**config.mk**
```make
export PLATFORM = sky130hd
export DESIGN_NAME = sysarr_cmd_ctrl
export DESIGN_NICKNAME = d
export VERILOG_FILES = /design/src/rtl/sysarr_ctl_pkg.sv /design/src/rtl/sysarr_a_addr.sv /design/src/rtl/sysarr_c_stage.sv /design/src/rtl/sysarr_cmd_ctrl.sv
export SDC_FILE = /design/constraint.sdc
export NUM_CORES = 2
export LEC_CHECK = 0
export BUFFER_PORTS_ARGS = -buffer_cell sky130_fd_sc_hd__buf_2
export CORE_UTILIZATION = 40
export DETAILED_ROUTE_END_ITERATION = 16
export PLACE_DENSITY = 0.61
export SLEW_MARGIN = 25
export SYNTH_ARGS = -nofsm -noshare
export SYNTH_HDL_FRONTEND = slang
export SYNTH_HIERARCHICAL = 1
export SYNTH_SLANG_ARGS = --single-unit
```
**constraint.sdc**
```tcl
create_clock -name clk -period 4.7 [get_ports clk]
set_clock_uncertainty 0.1 [all_clocks]
set_input_delay 0.705 -clock clk [delete_from_list [all_inputs] [get_ports clk]]
set_output_delay 0.705 -clock clk [all_outputs]
set_load 0.01 [all_outputs]
```
**src/rtl/sysarr_ctl_pkg.sv**
```systemverilog
package sysarr_ctl_pkg;
  typedef enum logic [1:0] {
    ST_IDLE = 2'd0,
    ST_RUN  = 2'd1,
    ST_DONE = 2'd2
  } ctl_state_e;
endpackage

```
**src/rtl/sysarr_a_addr.sv**
```systemverilog
module sysarr_a_addr #(
  parameter int LANES    = 8,
  parameter int AW       = 16,
  parameter int DW       = 8,
  parameter int HW       = 8,
  parameter int A_STRIDE = 8,
  localparam int TW      = HW + 1
) (
  input  logic                  clk,
  input  logic                  rst_n,
  input  logic                  active,
  input  logic [TW-1:0]         t_cnt,
  input  logic [HW-1:0]         height,
  input  logic [AW-1:0]         base,
  input  logic [LANES*DW-1:0]   bank_data,
  output logic [LANES-1:0]      rd_en,
  output logic [LANES*AW-1:0]   rd_addr,
  output logic [LANES-1:0]      lane_valid,
  output logic [LANES*DW-1:0]   lane_data,
  output logic [LANES*LANES-1:0] mask
);
  logic [LANES-1:0] lane_valid_q;

  for (genvar k = 0; k < LANES; k++) begin : g_lane
    logic [TW-1:0] k_c;
    logic [TW-1:0] rel;
    logic [AW-1:0] rel_w;
    assign k_c   = TW'(k);
    assign rel   = t_cnt - k_c;
    assign rel_w = AW'(rel);
    assign rd_en[k] = active && (t_cnt >= k_c) && (rel < {1'b0, height});
    assign rd_addr[k*AW +: AW] = base + rel_w * AW'(A_STRIDE) + AW'(k);

    if (k > 0) begin : g_skew
      // Lane k trails lane k-1 by exactly one cycle.
      assert_lane_skew_R2: assert property (@(posedge clk) disable iff (!rst_n)
        rd_en[k] |-> $past(rd_en[k-1]));
    end
  end

  always_ff @(posedge clk or negedge rst_n) begin
    if (!rst_n) lane_valid_q <= '0;
    else        lane_valid_q <= rd_en;
  end

  assign lane_valid = lane_valid_q;
  assign lane_data  = bank_data;

  for (genvar r = 0; r < LANES; r++) begin : g_mrow
    assign mask[r*LANES +: LANES] = lane_valid_q;
  end

  // Forwarded lane data lines up with the bank read one cycle earlier.
  assert_fwd_delay_R4: assert property (@(posedge clk) disable iff (!rst_n)
    1'b1 |=> (lane_valid == $past(rd_en)));
endmodule

```
**src/rtl/sysarr_c_stage.sv**
```systemverilog
module sysarr_c_stage #(
  parameter int LANES = 8,
  parameter int CW    = 10,
  parameter int DW    = 8,
  parameter int HW    = 8,
  parameter int SLOTS = 16,
  localparam int SW   = $clog2(SLOTS)
) (
  input  logic                clk,
  input  logic                rst_n,
  input  logic                start,
  input  logic [HW-1:0]       height,
  input  logic [CW-1:0]       c_base,
  input  logic [LANES-1:0]    res_valid,
  input  logic [LANES*DW-1:0] res_data,
  output logic                wr_en,
  output logic [CW-1:0]       wr_addr,
  output logic [LANES*DW-1:0] wr_data,
  output logic                wr_last
);
  logic [LANES*DW-1:0] dat_q [SLOTS];
  logic [LANES-1:0]    vld_q [SLOTS];
  logic [LANES-1:0]    vld_n [SLOTS];
  logic [HW-1:0]       lrow_q [LANES];
  logic [HW-1:0]       lrow_n [LANES];
  logic [HW-1:0]       wrow_q, wrow_n;
  logic [SW-1:0]       cur;

  assign cur     = wrow_q[SW-1:0];
  assign wr_en   = &vld_q[cur];
  assign wr_addr = c_base + CW'(wrow_q);
  assign wr_data = dat_q[cur];
  assign wr_last = (wrow_q == (height - 1'b1));

  always_comb begin
    for (int s = 0; s < SLOTS; s++) vld_n[s] = vld_q[s];
    for (int k = 0; k < LANES; k++) lrow_n[k] = lrow_q[k];
    wrow_n = wrow_q;
    if (start) begin
      for (int s = 0; s < SLOTS; s++) vld_n[s] = '0;
      for (int k = 0; k < LANES; k++) lrow_n[k] = '0;
      wrow_n = '0;
    end else begin
      if (wr_en) begin
        vld_n[cur] = '0;
        wrow_n     = wrow_q + 1'b1;
      end
      for (int k = 0; k < LANES; k++) begin
        if (res_valid[k]) begin
          vld_n[lrow_q[k][SW-1:0]][k] = 1'b1;
          lrow_n[k] = lrow_q[k] + 1'b1;
        end
      end
    end
  end

  always_ff @(posedge clk or negedge rst_n) begin
    if (!rst_n) begin
      for (int s = 0; s < SLOTS; s++) vld_q[s] <= '0;
      for (int k = 0; k < LANES; k++) lrow_q[k] <= '0;
      wrow_q <= '0;
    end else begin
      for (int s = 0; s < SLOTS; s++) vld_q[s] <= vld_n[s];
      for (int k = 0; k < LANES; k++) lrow_q[k] <= lrow_n[k];
      wrow_q <= wrow_n;
    end
  end

  always_ff @(posedge clk) begin
    for (int k = 0; k < LANES; k++) begin
      if (res_valid[k]) dat_q[lrow_q[k][SW-1:0]][k*DW +: DW] <= res_data[k*DW +: DW];
    end
  end

  for (genvar k = 0; k < LANES; k++) begin : g_chk
    // A lane result never lands on a slot bit still waiting for write-back.
    assert_no_slot_overwrite_R5: assert property (@(posedge clk) disable iff (!rst_n)
      res_valid[k] |-> !vld_q[lrow_q[k][SW-1:0]][k]);
  end

  // Rows leave in strictly increasing order.
  assert_row_order_R6: assert property (@(posedge clk) disable iff (!rst_n)
    (wr_en && !start) |=> (wrow_q == $past(wrow_q) + 1'b1));
endmodule

```
**src/rtl/sysarr_cmd_ctrl.sv**
```systemverilog
module sysarr_cmd_ctrl
  import sysarr_ctl_pkg::*;
#(
  parameter int LANES    = 8,
  parameter int AW       = 16,
  parameter int CW       = 10,
  parameter int DW       = 8,
  parameter int HW       = 8,
  parameter int A_STRIDE = 8,
  parameter int SLOTS    = 16,
  localparam int TW      = HW + 1
) (
  input  logic                    clk,
  input  logic                    rst_n,
  input  logic                    cmd_valid,
  input  logic [AW-1:0]           cmd_a_base,
  input  logic [CW-1:0]           cmd_c_base,
  input  logic [DW-1:0]           cmd_b_val,
  input  logic [HW-1:0]           cmd_height,
  output logic                    busy,
  output logic                    done,
  output logic [LANES-1:0]        a_rd_en,
  output logic [LANES*AW-1:0]     a_rd_addr,
  input  logic [LANES*DW-1:0]     a_rd_data,
  output logic                    c_rd_en,
  output logic [CW-1:0]           c_rd_addr,
  input  logic [LANES*DW-1:0]     c_rd_data,
  output logic                    c_wr_en,
  output logic [CW-1:0]           c_wr_addr,
  output logic [LANES*DW-1:0]     c_wr_data,
  output logic [DW-1:0]           arr_b_val,
  output logic [LANES-1:0]        arr_a_valid,
  output logic [LANES*DW-1:0]     arr_a_data,
  output logic                    arr_c_valid,
  output logic [LANES*DW-1:0]     arr_c_data,
  output logic [LANES*LANES-1:0]  pe_mask,
  input  logic [LANES-1:0]        arr_res_valid,
  input  logic [LANES*DW-1:0]     arr_res_data
);
  localparam logic [TW-1:0] T_SPAN = TW'(LANES);

  ctl_state_e    state_q, state_n;
  logic [TW-1:0] t_q, t_n;
  logic [AW-1:0] a_base_q, a_base_n;
  logic [CW-1:0] c_base_q, c_base_n;
  logic [DW-1:0] b_q, b_n;
  logic [HW-1:0] h_q, h_n;
  logic          c_vld_q;
  logic          accept, run, wr_last;

  assign accept = cmd_valid && (state_q == ST_IDLE);
  assign run    = (state_q == ST_RUN);

  always_comb begin
    state_n  = state_q;
    t_n      = t_q;
    a_base_n = a_base_q;
    c_base_n = c_base_q;
    b_n      = b_q;
    h_n      = h_q;
    unique case (state_q)
      ST_IDLE: begin
        if (accept) begin
          a_base_n = cmd_a_base;
          c_base_n = cmd_c_base;
          b_n      = cmd_b_val;
          h_n      = cmd_height;
          t_n      = '0;
          state_n  = (cmd_height == '0) ? ST_DONE : ST_RUN;
        end
      end
      ST_RUN: begin
        if (t_q != (TW'(h_q) + T_SPAN)) t_n = t_q + 1'b1;
        if (c_wr_en && wr_last) state_n = ST_DONE;
      end
      ST_DONE: state_n = ST_IDLE;
      default: state_n = ST_IDLE;
    endcase
  end

  always_ff @(posedge clk or negedge rst_n) begin
    if (!rst_n) begin
      state_q  <= ST_IDLE;
      t_q      <= '0;
      a_base_q <= '0;
      c_base_q <= '0;
      b_q      <= '0;
      h_q      <= '0;
      c_vld_q  <= 1'b0;
    end else begin
      state_q  <= state_n;
      t_q      <= t_n;
      a_base_q <= a_base_n;
      c_base_q <= c_base_n;
      b_q      <= b_n;
      h_q      <= h_n;
      c_vld_q  <= c_rd_en;
    end
  end

  assign busy      = (state_q != ST_IDLE);
  assign done      = (state_q == ST_DONE);
  assign arr_b_val = b_q;

  assign c_rd_en     = run && (t_q < TW'(h_q));
  assign c_rd_addr   = c_base_q + CW'(t_q);
  assign arr_c_valid = c_vld_q;
  assign arr_c_data  = c_rd_data;

  sysarr_a_addr #(
    .LANES(LANES), .AW(AW), .DW(DW), .HW(HW), .A_STRIDE(A_STRIDE)
  ) u_a_addr (
    .clk       (clk),
    .rst_n     (rst_n),
    .active    (run),
    .t_cnt     (t_q),
    .height    (h_q),
    .base      (a_base_q),
    .bank_data (a_rd_data),
    .rd_en     (a_rd_en),
    .rd_addr   (a_rd_addr),
    .lane_valid(arr_a_valid),
    .lane_data (arr_a_data),
    .mask      (pe_mask)
  );

  sysarr_c_stage #(
    .LANES(LANES), .CW(CW), .DW(DW), .HW(HW), .SLOTS(SLOTS)
  ) u_c_stage (
    .clk      (clk),
    .rst_n    (rst_n),
    .start    (accept),
    .height   (h_q),
    .c_base   (c_base_q),
    .res_valid(arr_res_valid),
    .res_data (arr_res_data),
    .wr_en    (c_wr_en),
    .wr_addr  (c_wr_addr),
    .wr_data  (c_wr_data),
    .wr_last  (wr_last)
  );

  assert_done_pulse_R7: assert property (@(posedge clk) disable iff (!rst_n)
    done |=> !done);
  assert_busy_release_R7: assert property (@(posedge clk) disable iff (!rst_n)
    $fell(busy) |-> $past(done));
  assert_wr_only_running_R6: assert property (@(posedge clk) disable iff (!rst_n)
    c_wr_en |-> busy);
  assert_refuse_busy_R8: assert property (@(posedge clk) disable iff (!rst_n)
    (cmd_valid && busy && !done) |=> ($stable(a_base_q) && $stable(c_base_q) && $stable(h_q) && busy));
  assert_zero_height_R9: assert property (@(posedge clk) disable iff (!rst_n)
    (accept && (cmd_height == '0)) |=> (done && !c_rd_en && (a_rd_en == '0)));
  assert_c_fwd_R10: assert property (@(posedge clk) disable iff (!rst_n)
    c_rd_en |=> arr_c_valid);
endmodule

```
Yosys cells after proc, flatten, opt, wreduce, memory -nomap -nowiden. Memory sizes are Yosys's and may differ from the RTL's. Index checks and enable logic that the tools add are counted.

ROM bits: 0. Memories: 1. Latch bits: 0. Memory bits (writable): 1024. Register bits: 262. Logic and storage cells: 248. Output and inout bits: 433. Input port bits: 245.

Memory list: u_c_stage.dat_q (words 16, bits a word 64, rd ports 1, clocked after Yosys merged registers in 0, write ports 8, RTL line sysarr_c_stage.sv:21) `logic [LANES*DW-1:0] dat_q [SLOTS];`.

Equal/unequal tests: 7. Add/sub/neg operators: 36. Order comparisons: 34. $mul: 0. Shift operators: 0. Bitwise operators: 19. Muxes and demuxes: 73. Divide/modulo/power cells: 0. Reduce and logical (&&, ||, !) cells: 45.

Operators by type and width (number): $mux 128 (18); $or 128x128->128 (8); $demux 8 s4 (9); $add 16x12->16 (8); $and 128x128->128 (1); $not 128->128 (1); $mux 8 (14); $add 8x1->8 const B (9); $lt 9x8->1 (8); $add 16x3->16 const B (4); $mux 64 (1); $ge 5x5->1 const B (9); $lt 5x1->1 const B (9); $not 4->5 (9); $ge 9x3->1 const B (4); $sub 9x3->9 const B (4); $add 16x2->16 const B (2); $bmux 8 s4 (1); $logic_and 1x1->1 (28); $reduce_bool 2->1 (11); $ge 9x1->1 const B (2); $ge 9x2->1 const B (2); $mux 9 (2); $pmux 9 s2 (1); other kinds (27) (49).

Longest topological paths before layout.
Depth in word-level cells: 33. Mapped depth: 14. Depth with buffers taken out: 12.

By module. The synthesis kept the hierarchy.

By module, submodules not included: sysarr_c_stage (cells an instance 2346, area each 47314.1 um^2, sequential area each 34953.5 um^2, instances 1); sysarr_a_addr (cells an instance 960, area each 7253.2 um^2, sequential area each 200.2 um^2, instances 1); sysarr_cmd_ctrl (cells an instance 381, area each 3293.2 um^2, sequential area each 1351.3 um^2, instances 1).

Worst setup path after synthesis. No wires, ideal clock.

Kind: flip-flop to output port. Start point: reg t_q[3]. End point: out a_rd_addr[30]. Path slack: 0.609 ns. Data arrival time: 3.286 ns. Buffers on the path: 2. Cell stages (with the launch flop): 15. Required time: 3.895 ns. Path through: dfrtp_1 buf_2 inv_1 ha_1 clkbuf_1 nor3b_1 a21boi_0 xor2_1 ha_1 a21o_1 a21oi_1 o21ai_0 a31oi_1 nor2_1 xor2_1.

Longest elaborated chain between the ends: 3.

Ends and longest elaborated chain: start, declared (RTL line sysarr_cmd_ctrl.sv:43) `logic [TW-1:0] t_q, t_n;`; start signal, assigned (RTL line sysarr_cmd_ctrl.sv:92) `t_q <= t_n;`; $sub 9x1->9 (RTL line sysarr_a_addr.sv:29) `assign rel = t_cnt - k_c;`; $add 16x12->16 (RTL line sysarr_a_addr.sv:32) `assign rd_addr[k*AW +: AW] = base + rel_w * AW'(A_STRIDE) + AW'(k);`; $add 16x1->16 (RTL line sysarr_a_addr.sv:32); end, declared (RTL line sysarr_cmd_ctrl.sv:23) `output logic [LANES*AW-1:0] a_rd_addr,`.

Every way passes these cells.

Worst setup path in the final report.
Start point: reg t_q[1]. End point: out a_rd_addr[94].

Longest elaborated chain between the ends: 3.

Ends and longest elaborated chain (RTL line): $sub 9x3->9 (sysarr_a_addr.sv:29); $add 16x12->16 (sysarr_a_addr.sv:32); $add 16x3->16 (sysarr_a_addr.sv:32).

Every way passes these cells.

==> impl_metrics.yaml <==
logic_synthesis:
  yosysWarnings: 6
  yosys_most_used_dff: "edfxtp_1"
  synth_top_area_cell: "edfxtp_1"
  synth_top_family_by_area: "multiplexers"
  avgSynthCellArea_sq_um: 15.7
  syn_area_sq_um: 57900
  synthArstFlopShare_pct: 18.3
  synth_cell_types: 91
  synth_seq_cells: 1254
  syn-num-nets: 4144
  synth_mux_area_share_pct: 12.8
  synthCells: 3687
  synth_xor_area_share_pct: 2.86
  synth-seq-area-share_pct: 63.1
  synth_area_leaders: "edfxtp_1 (53%), mux4_2 (12%), dfrtp_1 (9.9%)"
  yosysTopAreaCellShare_pct: 53.1
  synth-compound-area-share_pct: 5.71
  synth_edf_count: 1024
  synth-simple-area-share_pct: 6.56
  synth_fa_ha_area_share_pct: 4.66
timing:
  period_minus_slack_ns: 4.58
  timing.final.crit_share_pct: 97.3
  setup_viol: 0
  drv_slew: 0
  hold_ws_ns: 0.0635
  fmax_ghz: 0.219
  tns_ns: 0
  max_slew_margin_pct: 27.6
  tightest_slew_ns: 1.09
  report.final.hold_viol_count: 0
  rsz0062_at_grt: "true"
route:
  ant_nets: 0
  wl_microns: 144000
  first_pass_iters: 5
  via_per_inst: 5.49
  dr.first_iter.drc_count: 2750
  wl_per_cell_microns: 23.9
  drc: 0
  vias: 33000
die:
  dieWidth_microns: 382
  die-height_microns: 382
  start_util_pct: 40.3
  core_area_sq_um: 143000
  rows: 139
  ios: 678
  die-area_sq_um: 146000
global_routing:
  grt_pass1_vias: 32800
  grt_pass1_wl_microns: 213000
  grt_util_all_layers_pct: 19.5
  grt_overflow: 0
  antenna_found_initial: 20
  grt_start_max_net_pins: 94
layout:
  nNetsFinal: 4458
  utilization_pct: 45.9
  multiInputGateArea_sq_um: 19100
  areaGrowthSynthToFinish_pct: 13.9
  seqCellArea_sq_um: 36500
  instances_no_fill: 6013
  drive_gt1_share_pct: 27.0
  fillers: 12500
placement:
  dp_hpwl_microns: 96600
  dp.cells: 5731
  gp_congestion: 0.869
  port_buffers: 421
critical_path:
  worstPathRequired_ns: 3.89
  arrival_ns: 3.77
  timing.critical_path.to_type: "output port"
  path_max_fanout: 8
  path_class: "reg2out"
  startpoint_type: "register"
clock_tree:
  clock_sinks: 1254
  cts.htree.levels: 4
  clkTransAtPathRegs_ns: 0.06
  cts_tree: "done"
  cts_buffer_depth: 3
  cts_buffers: 135
  clkLatencyLatePin_ns: 0.78
  clockRootBuffer: "clkbuf_16"
worst_hold_path:
  hp-class: "in2reg"
pwr:
  p_leak_uw: 0.0240
  power.density_nw_per_um2: 727
  ir_worst_vdd_mv: 0.908
outcome:
  status: "complete, no violations"
job:
  cap_violations: 0
[worst paths after layout]
kind                                           from                endpoint  slack, ns  depth (start not counted)
worst min-delay path                  cmd_a_base[3]             a_base_q[3]       0.06                          3
min in group asynchronous                     rst_n  u_a_addr/lane_valid[0]       0.42                          2
max in group asynchronous                     rst_n     u_c_stage/wrow_q[1]       2.85                          3
worst min register to register         arr_b_val[1]            arr_b_val[1]       0.37                          2
worst max register to register  u_c_stage/wrow_q[0]              state_q[0]       1.27                          8
worst max-delay path                         t_q[1]           a_rd_addr[94]       0.12                         13
[layout make-up]
type                       instances  share of cell area [%]
antenna                            3                  0.0114
timing repair buffer             535                    4.73
clock buffer                     173                    5.41
clock inverter                    70                    1.29
multi-input combinational       1992                    29.0
inverter                          83                   0.494
tap                             1903                    3.61
sequential                      1254                    55.4
[cell families after synthesis]
kind of cell	after synthesis
xor gates and xnor gates	189
DFF	1254
adders and majority gates	212
muxes	336
AOI/OAI and AO/OA	472
buffers and inverters	441
and+or+nand+nor	783
[per-layer routing]
layer  global-route usage, %  part of all wire (%)
met5                       0                 0.070
met4                    6.07                   2.8
met3                    3.73                   6.0
met2                    31.3                    48
met1                    26.7                    43
[registers in the layout, indices dropped and copies added (netlist names), 9 cells and up]
register and flops:
u_c_stage/dat_q 1024, c_base_q 10, u_c_stage/lrow_q 32, t_q 9
u_c_stage/vld_q 128, a_base_q 16
[synthesized netlist by cell type, types with 9 or more instances]
| cell type | instances |
|---|---|
| nand3b_1 | 11 |
| clkbuf_1 | 80 |
| nor2b_1 | 30 |
| a32o_1 | 16 |
| xnor2_1 | 115 |
| o21bai_1 | 11 |
| mux2i_1 | 13 |
| nand2_1 | 257 |
| a31oi_1 | 17 |
| o211ai_1 | 14 |
| and3_1 | 36 |
| edfxtp_1 | 1024 |
| nand2b_1 | 24 |
| buf_1 | 23 |
| nand4_1 | 41 |
| nor4_1 | 11 |
| a21oi_1 | 101 |
| inv_1 | 80 |
| nor2_1 | 188 |
| and2_1 | 45 |
| xor2_1 | 74 |
| o21ai_0 | 87 |
| nand3_1 | 54 |
| dfrtp_1 | 230 |
| a21o_1 | 34 |
| nor3_1 | 40 |
| ha_1 | 206 |
| buf_2 | 42 |
| a22o_1 | 77 |
| mux4_2 | 320 |
| o21a_1 | 16 |
| o2bb2ai_1 | 16 |
| a211oi_1 | 14 |
| o31ai_1 | 9 |
| buf_4 | 209 |
[layout by cell type (no fill, tap or decap), types with 54 or more instances in the layout]
master,netlist,routed
edfxtp_1,1024,1024
buf_2,42,420
mux4_2,320,320
nand2_1,257,256
dfrtp_1,230,223
ha_1,206,197
nor2_1,188,175
clkbuf_16,0,135
xnor2_1,115,112
a21oi_1,101,97
o21ai_0,87,85
buf_4,209,78
a22o_1,77,77
inv_1,80,75
xor2_1,74,72
nand3_1,54,54
[critical path, cell delays in order, from the launching register on]
cell     delay, ns
dfrtp_2       0.50
inv_4         0.15
ha_2          0.25
inv_1         0.10
a21oi_2       0.18
xor2_1        0.31
ha_1          0.26
and3_1        0.17
o31ai_1       0.10
and3_1        0.25
o31ai_4       0.26
nand3_1       0.13
xnor2_1       0.17
buf_2         0.16
[report_power, final]
| group | internal [uW] | total [uW] | switching (uW) | leakage (uW) |
|---|---|---|---|---|
| Combinational | 9360 | 22000 | 12700 | 0.00980 |
| Sequential | 13800 | 15400 | 1510 | 0.0120 |
| Clock | 5970 | 10500 | 4520 | 0.00212 |
[repair_timing]
item,in CTS,in global routing
setup buffers,0,7
endpoints found under the hold margin,118,0
hold buffers,29,0
pin swaps,1,8
gates resized for setup,24,40
setup endpoints to repair,33,30
[through the flow]
stage | total power, uW | setup WS, ns | area [sq um]
CTS | 47900 | -0.000207 | 65600
finish | 47900 | 0.125 | 65900
detailed placement | 37100 | 0.514 | 60800
floorplan | 29600 | 0.609 | 57900
global placement | 36900 | 0.586 | 60800
global route | 50600 | -0.0517 | 65900
Note: power is estimated with default switching activity, not from simulation.
